==> config.mk <==
export PLATFORM = sky130hd
export DESIGN_NAME = vcal_bw_sequencer
export DESIGN_NICKNAME = d
export VERILOG_FILES = /design/src/rtl/vcal_pkg.sv /design/src/rtl/vcal_freq_meter.sv /design/src/rtl/vcal_sar.sv /design/src/rtl/vcal_divider.sv /design/src/rtl/vcal_bw_sequencer.sv
export SDC_FILE = /design/constraint.sdc
export NUM_CORES = 1
export LEC_CHECK = 0
export ABC_AREA = 1
export BUFFER_PORTS_ARGS = -buffer_cell sky130_fd_sc_hd__buf_4
export CAP_MARGIN = 20
export CELL_PAD_IN_SITES_DETAIL_PLACEMENT = 1
export CELL_PAD_IN_SITES_GLOBAL_PLACEMENT = 2
export CORE_MARGIN = 2
export CORE_UTILIZATION = 34
export CTS_CLUSTER_DIAMETER = 30
export DETAILED_ROUTE_END_ITERATION = 16
export GPL_ROUTABILITY_DRIVEN = 0
export PLACE_DENSITY_LB_ADDON = 0.08
export SLEW_MARGIN = 10
export SYNTH_ARGS = -nofsm -noshare
export SYNTH_HDL_FRONTEND = slang
export SYNTH_HIERARCHICAL = 1
export SYNTH_SLANG_ARGS = --single-unit
export TNS_END_PERCENT = 50
==> constraint.sdc <==
create_clock -name clk -period 1.7 [get_ports clk]
set_input_delay 0 -clock clk [delete_from_list [all_inputs] [get_ports clk]]
set_output_delay 0 -clock clk [all_outputs]
set_load 0.02 [all_outputs]
==> src/rtl/vcal_pkg.sv <==
package vcal_pkg;

  typedef enum logic [2:0] {
    PH_IDLE,
    PH_BAND,
    PH_DAC,
    PH_GLO,
    PH_GHI,
    PH_DIV
  } phase_e;

  // SAR decision: a trial bit survives when the count does not exceed the target
  function automatic logic f_keep(input logic [31:0] cnt, input logic [31:0] tgt);
    return cnt <= tgt;
  endfunction

  // Gain estimate from two counts, floored at zero
  function automatic logic [31:0] f_gain_diff(input logic [31:0] hi, input logic [31:0] lo);
    return (hi > lo) ? (hi - lo) : 32'd0;
  endfunction

  // Clamp the quotient, then apply the narrowband halving
  function automatic logic [31:0] f_cp_code(input logic [31:0] quot, input logic [31:0] diff,
                                            input logic [31:0] cp_max, input logic gsm);
    logic [31:0] cal;
    cal = (diff == 32'd0 || quot > cp_max) ? cp_max : quot;
    return gsm ? (cal >> 1) : cal;
  endfunction

endpackage

==> src/rtl/vcal_freq_meter.sv <==
module vcal_freq_meter #(
  parameter int WIN   = 200,
  parameter int CNT_W = $clog2(WIN + 1)
) (
  input  logic             clk,
  input  logic             rst_n,
  input  logic             go_i,
  input  logic             tick_i,
  output logic [CNT_W-1:0] cnt_o,
  output logic             done_o,
  output logic             active_o
);
  localparam int LW = $clog2(WIN + 1);

  logic [CNT_W-1:0] cnt_q;
  logic [LW-1:0]    left_q;
  logic             active_q;
  logic             done_q;

  always_ff @(posedge clk or negedge rst_n) begin
    if (!rst_n) begin
      cnt_q    <= '0;
      left_q   <= '0;
      active_q <= 1'b0;
      done_q   <= 1'b0;
    end else begin
      done_q <= 1'b0;
      if (go_i) begin
        cnt_q    <= '0;
        left_q   <= LW'(WIN);
        active_q <= 1'b1;
      end else if (active_q) begin
        cnt_q  <= cnt_q + CNT_W'(tick_i);
        left_q <= left_q - LW'(1);
        if (left_q == LW'(1)) begin
          active_q <= 1'b0;
          done_q   <= 1'b1;
        end
      end
    end
  end

  assign cnt_o    = cnt_q;
  assign done_o   = done_q;
  assign active_o = active_q;

  // a finished count never exceeds the window length
  a_r3_count_bound: assert property (@(posedge clk) disable iff (!rst_n)
    done_q |-> (cnt_q <= CNT_W'(WIN)));

  // inside a window the count grows by zero or one per cycle
  a_r3_count_step: assert property (@(posedge clk) disable iff (!rst_n)
    (active_q && !go_i) |=> (cnt_q >= $past(cnt_q)) && (cnt_q <= $past(cnt_q) + CNT_W'(1)));

endmodule

==> src/rtl/vcal_sar.sv <==
module vcal_sar #(
  parameter int W = 2
) (
  input  logic         clk,
  input  logic         rst_n,
  input  logic         clr_i,
  input  logic         step_i,
  input  logic         keep_i,
  output logic [W-1:0] code_o,
  output logic         last_o
);
  localparam logic [W-1:0] TOP_BIT = W'(1) << (W - 1);

  logic [W-1:0] code_q;
  logic [W-1:0] mask_q;
  logic [W-1:0] code_nxt;

  always_comb begin
    code_nxt = code_q;
    if (!keep_i) code_nxt = code_nxt & ~mask_q;
    code_nxt = code_nxt | (mask_q >> 1);
  end

  always_ff @(posedge clk or negedge rst_n) begin
    if (!rst_n) begin
      code_q <= '0;
      mask_q <= '0;
    end else if (clr_i) begin
      code_q <= TOP_BIT;
      mask_q <= TOP_BIT;
    end else if (step_i) begin
      code_q <= code_nxt;
      mask_q <= mask_q >> 1;
    end
  end

  assign code_o = code_q;
  assign last_o = mask_q[0];

  // only one bit is ever under trial
  a_r4_trial_onehot: assert property (@(posedge clk) disable iff (!rst_n)
    $onehot0(mask_q));

  // a kept trial bit remains set after the step
  a_r4_keep_bit: assert property (@(posedge clk) disable iff (!rst_n)
    (step_i && !clr_i && keep_i) |=> ((code_q & $past(mask_q)) == $past(mask_q)));

  // a rejected trial bit is cleared after the step
  a_r4_drop_bit: assert property (@(posedge clk) disable iff (!rst_n)
    (step_i && !clr_i && !keep_i) |=> ((code_q & $past(mask_q)) == '0));

endmodule

==> src/rtl/vcal_divider.sv <==
module vcal_divider #(
  parameter int NUM_W = 10,
  parameter int DEN_W = 8
) (
  input  logic             clk,
  input  logic             rst_n,
  input  logic             go_i,
  input  logic [NUM_W-1:0] num_i,
  input  logic [DEN_W-1:0] den_i,
  output logic [NUM_W-1:0] quo_o,
  output logic             done_o
);
  localparam int LW = $clog2(NUM_W + 1);

  logic [NUM_W-1:0] num_q;
  logic [NUM_W-1:0] num_sh;
  logic [DEN_W-1:0] den_q;
  logic [DEN_W-1:0] rem_q;
  logic [NUM_W-1:0] quo_q;
  logic [LW-1:0]    left_q;
  logic             run_q;
  logic             done_q;

  logic [DEN_W:0]   trial;
  logic             fits;

  assign trial = {rem_q, num_sh[NUM_W-1]};
  assign fits  = trial >= {1'b0, den_q};

  always_ff @(posedge clk or negedge rst_n) begin
    if (!rst_n) begin
      num_q  <= '0;
      num_sh <= '0;
      den_q  <= '0;
      rem_q  <= '0;
      quo_q  <= '0;
      left_q <= '0;
      run_q  <= 1'b0;
      done_q <= 1'b0;
    end else begin
      done_q <= 1'b0;
      if (go_i) begin
        num_q  <= num_i;
        num_sh <= num_i;
        den_q  <= den_i;
        rem_q  <= '0;
        quo_q  <= '0;
        left_q <= LW'(NUM_W);
        run_q  <= 1'b1;
      end else if (run_q) begin
        rem_q  <= fits ? DEN_W'(trial - {1'b0, den_q}) : trial[DEN_W-1:0];
        quo_q  <= {quo_q[NUM_W-2:0], fits};
        num_sh <= num_sh << 1;
        left_q <= left_q - LW'(1);
        if (left_q == LW'(1)) begin
          run_q  <= 1'b0;
          done_q <= 1'b1;
        end
      end
    end
  end

  assign quo_o  = quo_q;
  assign done_o = done_q;

  // the finished quotient is the exact rounded-down result
  a_r7_div_exact: assert property (@(posedge clk) disable iff (!rst_n)
    (done_q && den_q != '0) |->
      ((64'(quo_q) * 64'(den_q) <= 64'(num_q)) &&
       (64'(num_q) < (64'(quo_q) + 64'd1) * 64'(den_q))));

endmodule

==> src/rtl/vcal_bw_sequencer.sv <==
module vcal_bw_sequencer
  import vcal_pkg::*;
#(
  parameter int DAC_W      = 6,
  parameter int CP_W       = 6,
  parameter int WIN        = 200,
  parameter int K_NUM      = 512,
  parameter int CYC_BUDGET = 2600
) (
  input  logic                     clk,
  input  logic                     rst_n,
  input  logic                     start_i,
  input  logic [$clog2(WIN+1)-1:0] target_i,
  input  logic                     gsm_mode_i,
  input  logic                     tick_i,
  output logic [1:0]               band_o,
  output logic [DAC_W-1:0]         dac_o,
  output logic                     loop_open_o,
  output logic [CP_W-1:0]          cp_code_o,
  output logic                     cap_dbl_o,
  output logic                     busy_o,
  output logic                     done_o
);
  localparam int CNT_W    = $clog2(WIN + 1);
  localparam int BAND_W   = 2;
  localparam int DAC_MAX  = (1 << DAC_W) - 1;
  localparam int DAC_REF  = 1 << (DAC_W - 1);
  localparam int GAIN_LO  = DAC_MAX / 4;
  localparam int GAIN_HI  = (3 * DAC_MAX) / 4;
  localparam int CP_MAX   = (1 << CP_W) - 1;
  localparam int K_W      = $clog2(K_NUM + 1);

  phase_e           st_q;
  logic [CNT_W-1:0] tgt_q;
  logic             gsm_q;
  logic [CNT_W-1:0] lo_cnt_q;
  logic [CNT_W-1:0] diff_q;
  logic             go_q;
  logic             div_go_q;
  logic [CP_W-1:0]  cp_q;
  logic             cap_q;
  logic             done_q;
  logic [31:0]      busy_cyc_q;

  // Named internal events
  logic             start_accept;
  logic             meas_done;
  logic             meas_active;
  logic [CNT_W-1:0] meas_cnt;
  logic             trial_keep;
  logic             band_step;
  logic             dac_step;
  logic             dac_clr;
  logic             band_last;
  logic             dac_last;
  logic [BAND_W-1:0] band_code;
  logic [DAC_W-1:0] dac_code;
  logic [K_W-1:0]   div_quo;
  logic             div_done;

  assign start_accept = (st_q == PH_IDLE) && start_i;
  assign trial_keep   = f_keep(32'(meas_cnt), 32'(tgt_q));
  assign band_step    = meas_done && (st_q == PH_BAND);
  assign dac_step     = meas_done && (st_q == PH_DAC);
  assign dac_clr      = band_step && band_last;

  vcal_freq_meter #(.WIN(WIN), .CNT_W(CNT_W)) u_meter (
    .clk      (clk),
    .rst_n    (rst_n),
    .go_i     (go_q),
    .tick_i   (tick_i),
    .cnt_o    (meas_cnt),
    .done_o   (meas_done),
    .active_o (meas_active)
  );

  vcal_sar #(.W(BAND_W)) u_band_sar (
    .clk    (clk),
    .rst_n  (rst_n),
    .clr_i  (start_accept),
    .step_i (band_step),
    .keep_i (trial_keep),
    .code_o (band_code),
    .last_o (band_last)
  );

  vcal_sar #(.W(DAC_W)) u_dac_sar (
    .clk    (clk),
    .rst_n  (rst_n),
    .clr_i  (dac_clr),
    .step_i (dac_step),
    .keep_i (trial_keep),
    .code_o (dac_code),
    .last_o (dac_last)
  );

  vcal_divider #(.NUM_W(K_W), .DEN_W(CNT_W)) u_div (
    .clk    (clk),
    .rst_n  (rst_n),
    .go_i   (div_go_q),
    .num_i  (K_W'(K_NUM)),
    .den_i  (diff_q),
    .quo_o  (div_quo),
    .done_o (div_done)
  );

  always_ff @(posedge clk or negedge rst_n) begin
    if (!rst_n) begin
      st_q     <= PH_IDLE;
      tgt_q    <= '0;
      gsm_q    <= 1'b0;
      lo_cnt_q <= '0;
      diff_q   <= '0;
      go_q     <= 1'b0;
      div_go_q <= 1'b0;
      cp_q     <= '0;
      cap_q    <= 1'b0;
      done_q   <= 1'b0;
    end else begin
      go_q     <= 1'b0;
      div_go_q <= 1'b0;
      done_q   <= 1'b0;
      unique case (st_q)
        PH_IDLE: begin
          if (start_i) begin
            st_q  <= PH_BAND;
            tgt_q <= target_i;
            gsm_q <= gsm_mode_i;
            go_q  <= 1'b1;
          end
        end
        PH_BAND: begin
          if (meas_done) begin
            go_q <= 1'b1;
            if (band_last) st_q <= PH_DAC;
          end
        end
        PH_DAC: begin
          if (meas_done) begin
            go_q <= 1'b1;
            if (dac_last) st_q <= PH_GLO;
          end
        end
        PH_GLO: begin
          if (meas_done) begin
            lo_cnt_q <= meas_cnt;
            go_q     <= 1'b1;
            st_q     <= PH_GHI;
          end
        end
        PH_GHI: begin
          if (meas_done) begin
            diff_q   <= CNT_W'(f_gain_diff(32'(meas_cnt), 32'(lo_cnt_q)));
            div_go_q <= 1'b1;
            st_q     <= PH_DIV;
          end
        end
        PH_DIV: begin
          if (div_done) begin
            cp_q   <= CP_W'(f_cp_code(32'(div_quo), 32'(diff_q), 32'(CP_MAX), gsm_q));
            cap_q  <= gsm_q;
            done_q <= 1'b1;
            st_q   <= PH_IDLE;
          end
        end
        default: st_q <= PH_IDLE;
      endcase
    end
  end

  // Cycle budget counter, used by the budget assertion
  always_ff @(posedge clk or negedge rst_n) begin
    if (!rst_n)                busy_cyc_q <= '0;
    else if (st_q == PH_IDLE)  busy_cyc_q <= '0;
    else                       busy_cyc_q <= busy_cyc_q + 32'd1;
  end

  always_comb begin
    unique case (st_q)
      PH_BAND: dac_o = DAC_W'(DAC_REF);
      PH_GLO:  dac_o = DAC_W'(GAIN_LO);
      PH_GHI:  dac_o = DAC_W'(GAIN_HI);
      default: dac_o = dac_code;
    endcase
  end

  assign band_o      = band_code;
  assign loop_open_o = (st_q != PH_IDLE);
  assign busy_o      = (st_q != PH_IDLE);
  assign cp_code_o   = cp_q;
  assign cap_dbl_o   = cap_q;
  assign done_o      = done_q;

  // an accepted start opens the loop at the midscale level
  a_r2_start_opens: assert property (@(posedge clk) disable iff (!rst_n)
    (st_q == PH_IDLE && start_i) |=> (busy_o && loop_open_o && dac_o == DAC_W'(DAC_REF)));

  // VCO codes are frozen across a counting window
  a_r3_codes_still: assert property (@(posedge clk) disable iff (!rst_n)
    (meas_active && $past(meas_active)) |-> ($stable(band_o) && $stable(dac_o)));

  // the band found first is held through every later phase
  a_r5_band_held: assert property (@(posedge clk) disable iff (!rst_n)
    (st_q != PH_IDLE && st_q != PH_BAND && $past(st_q) != PH_IDLE && $past(st_q) != PH_BAND)
      |-> $stable(band_o));

  // narrowband results never exceed half the code range
  a_r8_gsm_half: assert property (@(posedge clk) disable iff (!rst_n)
    (done_o && gsm_q) |-> (cp_code_o <= CP_W'(CP_MAX / 2) && cap_dbl_o));

  // completion is a single-cycle pulse
  a_r9_done_pulse: assert property (@(posedge clk) disable iff (!rst_n)
    done_o |=> !done_o);

  // results move only in the completion cycle
  a_r9_hold: assert property (@(posedge clk) disable iff (!rst_n)
    !done_o |-> ($stable(cp_code_o) && $stable(cap_dbl_o)));

  // at completion the loop is closed and the block is free
  a_r9_closed: assert property (@(posedge clk) disable iff (!rst_n)
    done_o |-> (!loop_open_o && !busy_o));

  // the captured request cannot change during a run
  a_r10_req_held: assert property (@(posedge clk) disable iff (!rst_n)
    (busy_o && $past(busy_o)) |-> ($stable(tgt_q) && $stable(gsm_q)));

  // a run stays inside the settling allowance
  a_r11_budget: assert property (@(posedge clk) disable iff (!rst_n)
    busy_o |-> (busy_cyc_q < 32'(CYC_BUDGET)));

endmodule

==> results of run 1 <==
power by group:
part | total (mW) | switching [mW] | internal (mW)
Clock | 3.66 | 1.46 | 2.20
Combinational | 3.59 | 2.12 | 1.47
Sequential | 3.24 | 0.204 | 3.04
routing by layer:
metal / share of wire [%] / wire [µm] / up-vias
met1: 44 / 7530 / 2679
met2: 53 / 9040 / 48
li1: - / - / 2709
met4: 1.7 / 286 / 0
met3: 2.0 / 343 / 19
met5: 0 / 0 / -
flip-flops by register name, summed over array words and instances (netlist names), 3 cells and up:
name              count
u_div/left_q          4
u_meter/left_q        8
st_q                  3
u_div/quo_o          10
cp_code_o             6
u_div/num_sh         10
u_dac_sar/mask_q      6
u_div/den_q           8
u_div/rem_q           8
tgt_q                 8
lo_cnt_q              8
diff_q                8
u_meter/cnt_o         8
u_dac_sar/code_o      6
cells in the final DEF (no fill, tap or decap), types with 4 or more instances in the layout:
master / n
nand4_1: 5
nor2_4: 5
nand2_2: 18
nand3_2: 13
dfrtp_1: 111
nand2_4: 6
nand3_1: 42
ha_4: 15
o21ai_0: 28
conb_1: 10
buf_4: 83
inv_1: 104
xor2_1: 4
ha_1: 14
nor2_2: 6
clkinv_4: 4
nor2_1: 55
inv_2: 21
dlygate4sd3_1: 12
a21oi_1: 21
a21oi_2: 5
buf_12: 4
o22ai_1: 9
clkbuf_16: 17
nand2_1: 229
o221ai_1: 9
buf_6: 9
nand3b_1: 13
worst paths after layout:
path / from / endpoint / cells past startpoint
max in group asynchronous: rst_n / u_div/rem_q[0] / 3
min in group clk: target_i[3] / tgt_q[3] / 4
worst max register to register: u_div/den_q[6] / u_div/rem_q[5] / 12
worst max-delay path: u_div/den_q[6] / u_div/rem_q[5] / 12
worst min register to register: u_dac_sar/code_o[5] / u_dac_sar/code_o[5] / 2
worst min-delay path: rst_n / diff_q[3] / 2
metrics by stage:
step	instance area (µm²)	TNS (ps)	worst slack [ps]	hold WS, ps
finish	8400	0	15.9	66.2
CTS	7950	-8.41	-8.41	52.0
detailed placement	7090	-1200	-146	-45.6
global route	8400	-962	-81.0	91.2
global placement	7090	-522	-59.4	-46.7
floorplan	6300	0	3.11	-296
area by class of cell:
| cell class | instances | area [µm²] | area share (%) |
|---|---|---|---|
| Timing Repair Buffer | 108 | 925 | 11.0 |
| Tap cell | 229 | 287 | 3.41 |
| Multi-Input combinational cell | 536 | 3240 | 38.6 |
| Clock inverter | 15 | 175 | 2.09 |
| Inverter | 128 | 487 | 5.80 |
| Sequential cell | 114 | 2860 | 34.0 |
| Clock buffer | 17 | 425 | 5.07 |
worst max-delay path, delay by kind of cell, from the launching register on:
kind / cells / cell delay, ps
and+or+nand+nor: 7 / 500
DFF: 1 / 370
buffers and inverters: 3 / 320
adders and majority gates: 1 / 220
AOI/OAI and AO/OA: 1 / 160
cells by family after synthesis:
family / synth area share, %
simple gates: 29.6
buf+inv: 9.48
flops: 45.5
compound gates: 7.91
fa+ha+maj: 6.63
xor+xnor: 0.699
other cells: 0.120
repair_timing:
item / in CTS / in global routing
hold endpoints to repair: 125 / 0
hold buffers: 12 / 0
pin swaps: 2 / 29
cloned: 0 / 1
gates resized for setup: 21 / 73
endpoints found under the setup margin: 30 / 36
buffers inserted: 4 / 13
==> impl_results.md, run 1 <==
- Largest net degree at the start of global routing: 45
- IR drop worst, VDD: 0.000763 V
- TritonCTS clock tree: yes
- Endpoints failing setup: 0
- Antenna-violating nets left: 0
- Outcome: finished, final reports clean
- Die area: 19,500 µm²
- Share of cells above drive strength 1: 26.6%
- GR Util met3: 4.03%
- Max-slew violation count: 0
- Worst stage delay on the critical path: 370 ps
- Vias in the first global route: 5,725
- Residual DRC: 0
- Filler Cells Inserted: 2,159
- Startpoint class of the critical path: register
- Sink Count: 114
- Met1 Resource Use GR: 21.4%
- Clk_skew: 7.77 ps
- Area growth from synthesis to layout: 34.0%
- Total GRT Usage: 17.9%
- Via count: 5,455
- # rows: 49
- Port bufs: 30
- Leakage: 4.33 nW
- CP Max Fanout: 4
- Post-Syn Instances: 786
- Overall Power: 10.5 mW
- Nature of the critical path endpoint: register
- EDFF count, synth: 0
- CTS root buf: clkbuf_16
- Vias/cell: 4.76
- Synth async-reset ratio: 100%
- Primary FF master, synth: dfrtp_1
- Max cap viols: 0
- Post-Syn Area per Cell: 7.97 µm²
- Register area share after synthesis: 45.5%
- Critical path required time: 2010 ps
- First-pass GRT wire length: 28,200 µm
- Top-count cell post-synth: nand2_1
- 1st-pass router iterations: 4
- Mapped Area: 6270 µm²
- Worst path slowest cell: dfrtp_1
- RSZ-0062 raised after global routing: yes
- Clock Pin Slew Worst Setup and Hold Paths: 60 ps
- Core Box Area: 18,000 µm²
- Post-synth top cells: nand2_1, inv_1, dfrtp_1, nor2_1, nand3_1
- Yosys warning total: 6
- PwrDens: 1250 nW/µm²
- Initial antenna violation count: 0
- Routed WL: 17,200 µm
- Post-synthesis register bit count: 114
- Overflow after GRT: 0
- Final Cycle Share: 99.1%
- Final std cells w/o fill: 1,147
- Die Wd: 140 µm
- Wire length per cell: 15.0 µm
- Io pins: 31
- CP arrival: 1990 ps
- Global-route layer with the greatest usage: met2
- Synth top area share: 45.5%
- # diodes: 0
- Reg2Reg Setup Slack: 20 ps
- Worst hold path class: in2async
- Initial Utilization: 34.8%
- Clock latency on the worst-skew pair: 420 ps
- Hpwl dp: 12,000 µm
- Crit-path cells: inv_2 -> ha_4 -> nand2_2 -> nand2_2 -> nand2_2 -> nand2_2 -> a21oi_4 -> buf_12 -> buf_6 -> nand3b_1 -> nand3_1 -> nand2_1
- Synth area leader: dfrtp_1
- Unique masters post-synth: 41
- Chip height: 140 µm
- Global routing usage on met2: 31.7%
- Hold Vio Cnt, Final: 0
- Synth top area cells: dfrtp_1, nand2_1, inv_1, ha_1, nand3_1
- Fin util: 46.6%
- Tmin final: 1680 ps
- # placed instances: 1,085
- Most common cell on crit path: nand2_2
- Number of DRC markers in iteration 0: 176
- Final nets: 950
- Fmax: 0.594 GHz
- H-tree depth: 4
- CP Class: reg2reg
- Num CTS Buffers: 17
- CTS max path bufs: 2
Power figures use the tool's default switching activity.
==> inputs of run 2 (changes only) <==
Settings changed: CORE_UTILIZATION 34 to 33, SYNTH_HIERARCHICAL 1 to not set.
==> run 2 against run 1 <==
  * Synthesized cell count fell by 10%
  * Utilization shrank 2.9 points
  * Cell count is 10% lower
  * Combinational power decreased by 24%
  * Critical endpoint is now diff_q[4]
  * Largest power group is now registers
==> impl_results.md, run 2 <==
- Outcome: finished, final reports clean
- CTS root buf: clkbuf_16
- IR drop worst, VDD: 0.000553 V (-28%)
- Startpoint class of the critical path: register
- Unique masters post-synth: 38 (-7.3%)
- Initial antenna violation count: 0 (unchanged)
- Die area: 18,000 µm² (-7.8%)
- Die Wd: 134 µm (-4.0%)
- Post-Syn Area per Cell: 7.92 µm² (-0.72%)
- Final nets: 847 (-11%)
- Vias in the first global route: 5,040 (-12%)
- Critical path required time: 1950 ps (-60 ps)
- Routed WL: 14,200 µm (-18%)
- Setup TNS: 0 ps (unchanged)
- Reg2Reg Setup Slack: 8 ps (about the same)
- Primary FF master, synth: dfrtp_1
- Post-synthesis register bit count: 105 (-7.9%)
- Hpwl dp: 10,700 µm (-10%)
- Worst-Margin Slew: 508 ps
- Synth top area cells: dfrtp_1, nand2_1, inv_1, ha_1, nand3_1
- Number of DRC markers in iteration 0: 110 (-38%)
- DP Worst Slack: -92.2 ps (+53.8 ps)
- Initial Utilization: 33.7% (-1.0 points)
- Worst hold path class: in2reg
- H-tree depth: 3 (-1)
- Final std cells w/o fill: 1,027 (-10%)
- Leakage: 3.71 nW (-14%)
- Residual DRC: 0 (unchanged)
- Nature of the critical path endpoint: register
- Via count: 4,784 (-12%)
- Vias/cell: 4.66 (-2.1%)
- Chip height: 134 µm (-4.0%)
- CP Max Fanout: 3 (-1)
- Clk_skew: 5.98 ps (-1.79 ps)
- Final Cycle Share: 99.5% (+0.46 points)
- Fmax: 0.591 GHz (-0.46%)
- Most common cell after layout, fill and taps aside: nand2_1
- Number of flip-flops in the largest register: 10
- Area growth from synthesis to layout: 29.5%
- 1st-pass router iterations: 4 (unchanged)
- Max-slew violation count: 0 (unchanged)
- # placed instances: 992 (-8.6%)
- Final worst slack: 8.04 ps (-7.83 ps)
- EDFF count, synth: 0 (unchanged)
- Yosys warning total: 0 (-6)
- Top-count cell post-synth: nand2_1
- Register area share after synthesis: 46.9% (+1.4 points)
- Mapped Area: 5600 µm² (-11%)
- Antenna-violating nets left: 0 (unchanged)
- Synth area leader: dfrtp_1
- CP Class: reg2reg
- Clock Pin Slew Worst Setup and Hold Paths: 70 ps (about the same)
- RSZ-0062 raised after global routing: yes
- Tmin final: 1690 ps (+7.83 ps)
- Sink Count: 105 (-7.9%)
- Wire length per cell: 13.8 µm (-8.1%)
- Fin util: 43.7% (-2.9 points)
- Num CTS Buffers: 9 (-8)
- Synth Net Count: 752
- Hold Vio Cnt, Final: 0 (unchanged)
- Filler Cells Inserted: 2,023 (-6.3%)
- Overflow after GRT: 0 (unchanged)
- Post-Syn Instances: 707 (-10%)
- CTS max path bufs: 2 (unchanged)
- CP arrival: 1940 ps (-50 ps)
- Port bufs: 30 (unchanged)
- Slew Limit Headroom: 66.1%
- TritonCTS clock tree: yes
- Io pins: 31 (unchanged)
- PwrDens: 1070 nW/µm² (-14%)
- # rows: 47 (-4.1%)
- Share of cells above drive strength 1: 23.2% (-3.4 points)
- First-pass GRT wire length: 24,200 µm (-14%)
- Total GRT Usage: 16.8% (-1.1 points)
- Most frequent cells in the layout: nand2_1, dfrtp_1, inv_1
- Core Box Area: 16,600 µm² (-8.0%)
- Synth top area share: 46.9% (+1.4 points)
- Clock latency on the worst-skew pair: 350 ps (-70 ps)
- Largest net degree at the start of global routing: 39 (-13%)
- Max cap viols: 0 (unchanged)
- # diodes: 0 (unchanged)
- Synth async-reset ratio: 100% (unchanged)
- Post-synth top cells: nand2_1, inv_1, dfrtp_1, nand3_1, nor2_1
- Endpoints failing setup: 0 (unchanged)
==> run 2: cell count changes after synthesis, moves of 6 or more <==
cell / delta
nand2_1: -52
o21ai_0: +18
inv_2: -10
dfrtp_1: -9
inv_1: -9
o221ai_1: -9
nand3_1: +7
nor2_1: -7
nor3_1: +6
==> run 2: cell families (layout without fill, tap and decap cells) <==
family | after synthesis | count (layout) | share of synthesized area (%)
flip-flops | 105 | 105 | 46.9
adder cells (fa/ha/maj) | 32 | 32 | 7.42
multiplexers | 1 | 1 | 0.201
buffers and inverters | 122 | 222 | 8.58
AO/OA/AOI/OAI | 97 | 97 | 9.23
AND/OR/NAND/NOR | 347 | 347 | 27.1
XOR/XNOR | 3 | 3 | 0.470
==> run 2: per-layer routing <==
metal  part of all wire, %  GRT usage (%)  vias to the layer above  routed length, µm
li1                      -              -                     2451                  -
met1                    45           20.6                     2293               6430
met2                    51           29.8                       27               7270
met3                   1.8           3.02                       13                250
met4                   1.4           5.32                        0                201
met5                     0              0                        -                  0
==> run 2: what timing repair did <==
item,in CTS,in global routing
pin swaps,5,12
hold buffers,10,0
hold endpoints to repair,40,0
gates resized for setup,18,60
setup buffers,1,9
endpoints found under the setup margin,16,32
==> run 2: final cells by class <==
cell class                      instances  area, µm²  share of cell area [%]
Tap cell                              220        275                    3.80
Inverter                              109        412                    5.68
Timing Repair Buffer                   97        806                    11.1
Clock buffer                           13        270                    3.73
Multi-Input combinational cell        480       2820                    39.0
Clock inverter                          3       23.8                   0.328
Sequential cell                       105       2640                    36.4
==> run 2: power breakdown <==
part           switching, mW  internal, mW
Sequential             0.218          2.78
Clock                  0.940          1.12
Combinational           1.61          1.13
Total                   2.76          5.03
==> run 2: stage by stage <==
step	area, µm²	hold slack (ps)	power, mW
finish	7250	29.7	7.79
global route	7250	33.0	8.40
CTS	6910	9.93	7.71
detailed placement	6440	8.96	5.52
global placement	6440	4.66	5.44
floorplan	5610	-296	4.56
==> run 2: path summary, 6_finish.rpt <==
kind	cells past startpoint	end	start
max in group asynchronous	3	st_q[0]	rst_n
worst max register to register	10	diff_q[4]	u_meter.cnt_o[0]
worst min register to register	2	u_band_sar.code_o[1]	u_band_sar.code_o[1]
worst max-delay path	10	diff_q[4]	u_meter.cnt_o[0]
worst min-delay path	4	u_meter.cnt_o[0]	tick_i
min in group asynchronous	2	u_div.den_q[7]	rst_n
==> run 2: worst max-delay path, cell delays in order, from the launching register on <==
cell and delay (ps):
dfrtp_1 390, inv_2 90, ha_4 130, inv_2 30, fa_2 340, nand2_2 80
nand2_2 50, and2_4 140, or2_4 220, nand3_2 60, o21ai_2 50
